===== src/rtl/btb.sv =====
module btb #(
  parameter int ENTRIES = 16,
  parameter int PC_W    = 32,
  parameter int ST_W    = 2
) (
  input  logic            clk,
  input  logic            rst,
  input  logic [PC_W-1:0] lk_pc,
  output logic            lk_hit,
  output logic [PC_W-1:0] lk_next_pc,
  output logic [ST_W-1:0] lk_state,
  input  logic            up_valid,
  input  logic [PC_W-1:0] up_pc,
  input  logic [PC_W-1:0] up_target,
  input  logic            up_taken
);
  localparam int IDX_W = (ENTRIES > 1) ? $clog2(ENTRIES) : 1;
  localparam logic [ST_W-1:0] ST_MAX = {ST_W{1'b1}};
  localparam logic [IDX_W-1:0] LAST = IDX_W'(ENTRIES - 1);

  logic [ENTRIES-1:0] vld;
  logic [PC_W-1:0]    tag_q [ENTRIES];
  logic [PC_W-1:0]    tgt_q [ENTRIES];
  logic [ST_W-1:0]    st_q  [ENTRIES];
  logic [IDX_W-1:0]   rr_q;

  logic [ENTRIES-1:0] lk_match, up_match;

  for (genvar i = 0; i < ENTRIES; i++) begin : g_cmp
    assign lk_match[i] = vld[i] && (tag_q[i] == lk_pc);
    assign up_match[i] = vld[i] && (tag_q[i] == up_pc);
  end

  logic [PC_W-1:0] sel_tgt;
  logic [ST_W-1:0] sel_st;
  logic [IDX_W-1:0] up_idx;

  always_comb begin
    sel_tgt = '0;
    sel_st  = '0;
    up_idx  = '0;
    for (int i = 0; i < ENTRIES; i++) begin
      if (lk_match[i]) begin
        sel_tgt = sel_tgt | tgt_q[i];
        sel_st  = sel_st  | st_q[i];
      end
      if (up_match[i]) up_idx = IDX_W'(i);
    end
  end

  assign lk_hit     = |lk_match;
  assign lk_next_pc = lk_hit ? sel_tgt : lk_pc + PC_W'(4);
  assign lk_state   = sel_st;

  wire up_hit = |up_match;

  always_ff @(posedge clk) begin
    if (rst) begin
      vld  <= '0;
      rr_q <= '0;
    end else if (up_valid) begin
      if (up_hit) begin
        if (up_taken) begin
          tgt_q[up_idx] <= up_target;
          if (st_q[up_idx] != ST_MAX) st_q[up_idx] <= st_q[up_idx] + 1'b1;
        end else begin
          vld[up_idx] <= 1'b0;
        end
      end else if (up_taken) begin
        vld[rr_q]   <= 1'b1;
        tag_q[rr_q] <= up_pc;
        tgt_q[rr_q] <= up_target;
        st_q[rr_q]  <= ST_W'(1);
        rr_q        <= (rr_q == LAST) ? '0 : rr_q + 1'b1;
      end
    end
  end
endmodule



===== config.mk =====
export PLATFORM = sky130hd
export DESIGN_NAME = btb
export DESIGN_NICKNAME = d
export VERILOG_FILES = /design/src/rtl/btb.sv
export SDC_FILE = /design/constraint.sdc
export NUM_CORES = 2
export LEC_CHECK = 0
export ABC_CLOCK_PERIOD_IN_PS = 4500
export BUFFER_PORTS_ARGS = -buffer_cell sky130_fd_sc_hd__buf_2
export CORE_ASPECT_RATIO = 1.75
export CORE_UTILIZATION = 44
export DETAILED_ROUTE_END_ITERATION = 8
export SLEW_MARGIN = 20
export SYNTH_ARGS = -nofsm -noshare
export SYNTH_HDL_FRONTEND = slang
export SYNTH_SLANG_ARGS = --single-unit

===== constraint.sdc =====
create_clock -name clk -period 4.5 [get_ports clk]
set_input_delay 0.225 -clock clk [delete_from_list [all_inputs] [get_ports clk]]
set_output_delay 0.225 -clock clk [all_outputs]
set_load 0.02 [all_outputs]

==> flow_summary.yaml <==
yosys:
  ys_warn_count: 0
  ys_seq_elements: 1076
  asyncSetResetFlopFracSynth_pct: 0
  synthesis.instances: 3640
  synth-seq-area-share_pct: 63.5
  ys_types: 67
  synth_edf_count: 1056
  mappedNetlistArea_um2: 50600
  post_synthesis_area_per_instance_um2: 13.9
  dominant_register_cell_in_the_synthesized_netlist: "sky130_fd_sc_hd__edfxtp_1"
  syn-num-nets: 3748
min_path:
  timing.hold.worst_path_depth: 2
  min_to: "tag_q[5][22]$_DFFE_PP_"
  holdCritStartpoint: "up_pc[22]"
  timing.hold.worst.class: "in2reg"
cts:
  cts-root-buf: "sky130_fd_sc_hd__clkbuf_16"
  worst_setup_hold_path_clk_slew_ns: 0.07
  ctsHtreeMaxLevel: 3
  cts_tree: "done"
  cts.sink_count: 1076
  cts_inserted_buffers: 100
  worst_skew_pair.late_latency_ns: 0.73
  cts_buffer_depth: 3
timing:
  grt_setup_unrepaired: "true"
  setup_violations: 92
  timing.final.max_slew_violations: 0
  max_freq_ghz: 0.218
  slew_headroom_pct: 21.4
  finalWorstPathRequiredPeriod_ns: 4.58
  period_share_pct: 102
  max_slew.worst_pin.slew_ns: 1.17
  timing.final.hold_violations: 0
  fin_hold_ws_ns: 0.0580
  fin_skew_ns: 0.0321
  final.setup.worst_slack_ns: -0.0808
pwr:
  switching_power_uw: 5260
  p_comb_share_pct: 8.8
  total_leakage_power_uw: 0.0220
  power_density_over_the_cells_nw_per_um2: 339
  power.clock.fraction_pct: 40.6
  swShare_pct: 24.1
  peakVddDrop_mv: 0.372
  seq_power_share_pct: 50.5
  intPower_uw: 16600
final_layout:
  area_delta_synth_final_pct: 27.3
  post_route_cells_drive_above_1_share_pct: 25.8
  finish.net_count: 4623
  layout.core_utilization_pct: 56.4
worst_setup_path:
  cell_with_the_most_instances_on_the_worst_path: "sky130_fd_sc_hd__nor2b_4"
  crit-reg2reg-capture: "st_q[15][1]$_DFFE_PP_"
  register_to_register_path_setup_slack_ns: -0.08
  reg2reg_from: "tag_q[1][27]$_DFFE_PP_"
  slowest_stage_cell_on_the_critical_path: "sky130_fd_sc_hd__or4_1"
  critPathMaxStageDelay_ns: 0.49
  number_of_buffers_and_inverters_on_the_critical_path: 1
  path_max_fanout: 8
  cp_top_family: "simple AND/OR/NAND/NOR gates"
  critical_path.startpoint_type: "flop"
  critPathCaptureType: "flop"
  critical_path.cell_chain: "xor2_1 > nor4_1 > nand4_1 > or4_1 > o211ai_1 > a31o_1 > and2_4 > mux2_4 > nand2_2 > o2111ai_2 > or3_1 > ha_2 > inv_2 > a31oi_4 > nor2b_4 > nor2b_4 > nand2b_4 > nor2_4"
  data_required_time_at_the_worst_endpoint_ns: 4.93
  critPathKind: "reg2reg"
  rr_worst_depth: 18
  critical_path_arrival_ns: 5.01
  cell_depth_of_the_worst_setup_path: 18
placement:
  routabilityCongestion: 0.994
  dpl.hpwl_um: 146000
  number_of_port_buffers: 134
floorplan:
  number_of_i_o_pins: 135
  die_w_um: 258
  die_height_um: 451
  die_outline_area_um2: 116000
  core_ar_um2: 114000
  placement_rows: 164
  floorplan.initialDensity_pct: 44.3
routing:
  dr_total_vias: 36700
  drtPass1Iterations: 6
  route.detailed.vias_per_inst: 6.03
  route.detailed.wl_per_inst_um: 34.1
  remaining_drc_errors: 0
  top_signal_layer_used: "met5"
  wl_um: 207000
  post_detailed_route_count_of_antenna_violating_nets: 0
  met2WireLength_um: 104000
  detail_route.wirelength.met1_um: 72900
  wl_met3_um: 13200
  first_iter_violations: 3755
global_route:
  initial_antenna_violation_count: 5
  global_route_wire_length_before_repair_um: 282000
  globalRoute.totalOverflow: 0
  grt_start_max_net_pins: 36
  first_global_vias: 37300
  globalRouteTotalUtil_pct: 35.1
outcome:
  violated_checks: "negative setup slack"
  run_status: "finished with violations"
flow_run:
  cap_violations: 0
==> worst max path at each step <==
| stage | from | end | slack, ns |
|---|---|---|---|
| final | tag_q[1][27]$_DFFE_PP_ | st_q[15][1]$_DFFE_PP_ | -0.08 |
| after global placement | up_pc[15] | st_q[12][0]$_DFFE_PP_ | -0.74 |
| after global routing | tag_q[1][16]$_DFFE_PP_ | st_q[5][0]$_DFFE_PP_ | -0.20 |
| after CTS | tag_q[1][21]$_DFFE_PP_ | st_q[12][0]$_DFFE_PP_ | -0.07 |
| after floorplan | up_pc[21] | tgt_q[12][0]$_DFFE_PP_ | -0.43 |
| after detailed placement | up_pc[15] | st_q[14][1]$_DFFE_PP_ | -0.71 |
==> registers in the layout, indices dropped and copies added, names as in the netlist <==
signal  cells
vld        16
st_q       32
tgt_q     512
rr_q        4
tag_q     512
==> routing by layer <==
metal / up-vias / GRT usage (%)
met3: 593 / 4.37
met2: 1956 / 60.7
met5: - / 0
met1: 18600 / 39.6
li1: 15600 / -
met4: 4 / 25.9
==> worst register-to-register path: stages (launching register included) <==
cell and delay (ns):
sky130_fd_sc_hd__edfxtp_1 0.42, sky130_fd_sc_hd__xor2_1 0.21, sky130_fd_sc_hd__nor4_1 0.31, sky130_fd_sc_hd__nand4_1 0.15, sky130_fd_sc_hd__or4_1 0.49, sky130_fd_sc_hd__o211ai_1 0.38
sky130_fd_sc_hd__a31o_1 0.27, sky130_fd_sc_hd__and2_4 0.26, sky130_fd_sc_hd__mux2_4 0.33, sky130_fd_sc_hd__nand2_2 0.06, sky130_fd_sc_hd__o2111ai_2 0.11, sky130_fd_sc_hd__or3_1 0.34
sky130_fd_sc_hd__ha_2 0.18, sky130_fd_sc_hd__inv_2 0.06, sky130_fd_sc_hd__a31oi_4 0.09, sky130_fd_sc_hd__nor2b_4 0.15, sky130_fd_sc_hd__nor2b_4 0.21, sky130_fd_sc_hd__nand2b_4 0.13
sky130_fd_sc_hd__nor2_4 0.14
==> per-stage QoR <==
| step | TNS, ns | cells | setup WS, ns | total power [uW] | cell area (um^2) |
|---|---|---|---|---|---|
| finish | -2.93 | 6091 | -0.0808 | 21900 | 64400 |
| global route | -20.36 | 6091 | -0.204 | 22300 | 64400 |
| CTS | -4.13 | 6063 | -0.0749 | 21800 | 63700 |
| detailed placement | -261.31 | 5815 | -0.705 | 13100 | 59400 |
| global placement | -273.86 | 5815 | -0.745 | 13100 | 59400 |
| floorplan | -129.17 | 3640 | -0.433 | 12000 | 50600 |
==> cell type report <==
type	count	area [um^2]
clock inverters	56	688
repair buffers	966	8810
well taps	1494	1870
clock buffers	126	2600
inverters	17	63.8
fillers	9519	49700
multi-input cells	2354	18200
diodes	2	5.00
flip-flops and latches	1076	32100
==> cell usage after synthesis (5+ instances only) <==
cell                       number  area [um^2]
sky130_fd_sc_hd__edfxtp_1    1056        31700
sky130_fd_sc_hd__xor2_1       590         5170
sky130_fd_sc_hd__xnor2_1      460         4030
sky130_fd_sc_hd__nor4_1       245         1530
sky130_fd_sc_hd__nand4_1      146          913
sky130_fd_sc_hd__a22oi_1      128          961
sky130_fd_sc_hd__nand3_1      126          631
sky130_fd_sc_hd__nor2_1       118          443
sky130_fd_sc_hd__buf_2         86          430
sky130_fd_sc_hd__a221oi_1      72          631
sky130_fd_sc_hd__a22o_1        72          631
sky130_fd_sc_hd__nand2_1       67          251
sky130_fd_sc_hd__clkbuf_1      61          229
sky130_fd_sc_hd__a21oi_1       46          230
sky130_fd_sc_hd__nor3_1        44          220
sky130_fd_sc_hd__and3_1        28          175
sky130_fd_sc_hd__buf_1         22         82.6
sky130_fd_sc_hd__o21ai_0       21          105
sky130_fd_sc_hd__dfxtp_1       20          400
sky130_fd_sc_hd__a211oi_1      19          143
sky130_fd_sc_hd__nand2b_1      19          119
sky130_fd_sc_hd__inv_1         17         63.8
sky130_fd_sc_hd__buf_4         16          120
sky130_fd_sc_hd__nand4b_1      14          123
sky130_fd_sc_hd__or4_1         13         97.6
sky130_fd_sc_hd__and2_1        11         68.8
sky130_fd_sc_hd__nor2b_1       10         62.6
sky130_fd_sc_hd__nor4b_1        9         78.8
sky130_fd_sc_hd__or3_1          9         56.3
sky130_fd_sc_hd__and4_1         8         70.1
sky130_fd_sc_hd__ha_1           8          100
sky130_fd_sc_hd__mux2i_1        8         80.1
sky130_fd_sc_hd__buf_6          7         78.8
sky130_fd_sc_hd__nand3b_1       7         52.6
sky130_fd_sc_hd__nor3b_1        5         37.5
==> power by group through the flow <==
stage	clock network [uW]	logic, uW	registers [uW]
3_3_place_gp	0	1810	11300
3_5_place_dp	0	1800	11300
5_1_grt	9250	1980	11000
2_1_floorplan	0	744	11300
4_1_cts	8920	1880	11000
6_report	8880	1930	11000
==> cell families after synthesis <==
| kind of cell | synth area share (%) |
|---|---|
| fa+ha+maj | 0.198 |
| flops | 63.5 |
| simple gates | 10.1 |
| buf+inv | 2.03 |
| mux | 0.232 |
| xor+xnor | 18.2 |
| compound gates | 5.79 |
==> repair_timing <==
item                                    in CTS  in global routing
resized for setup                           72                 55
endpoints found under the hold margin      562                  0
endpoints found under the setup margin     560                564
setup buffers                                9                 18
pin swaps                                   17                 37
hold buffers                                56                  0
gates cloned                                 1                  8
==> placed cells by master (no fill, tap or decap), types with 86 or more instances in the layout <==
cell type / instances
sky130_fd_sc_hd__buf_2: 134
sky130_fd_sc_hd__edfxtp_1: 1056
sky130_fd_sc_hd__clkbuf_16: 108
sky130_fd_sc_hd__xor2_1: 584
sky130_fd_sc_hd__xnor2_1: 460
sky130_fd_sc_hd__nand4_1: 146
sky130_fd_sc_hd__nor2_1: 86
sky130_fd_sc_hd__nor4_1: 208
sky130_fd_sc_hd__a22oi_1: 128
sky130_fd_sc_hd__nand3_1: 126
sky130_fd_sc_hd__buf_12: 125
sky130_fd_sc_hd__buf_4: 637
(Power assumes the default switching activity.)
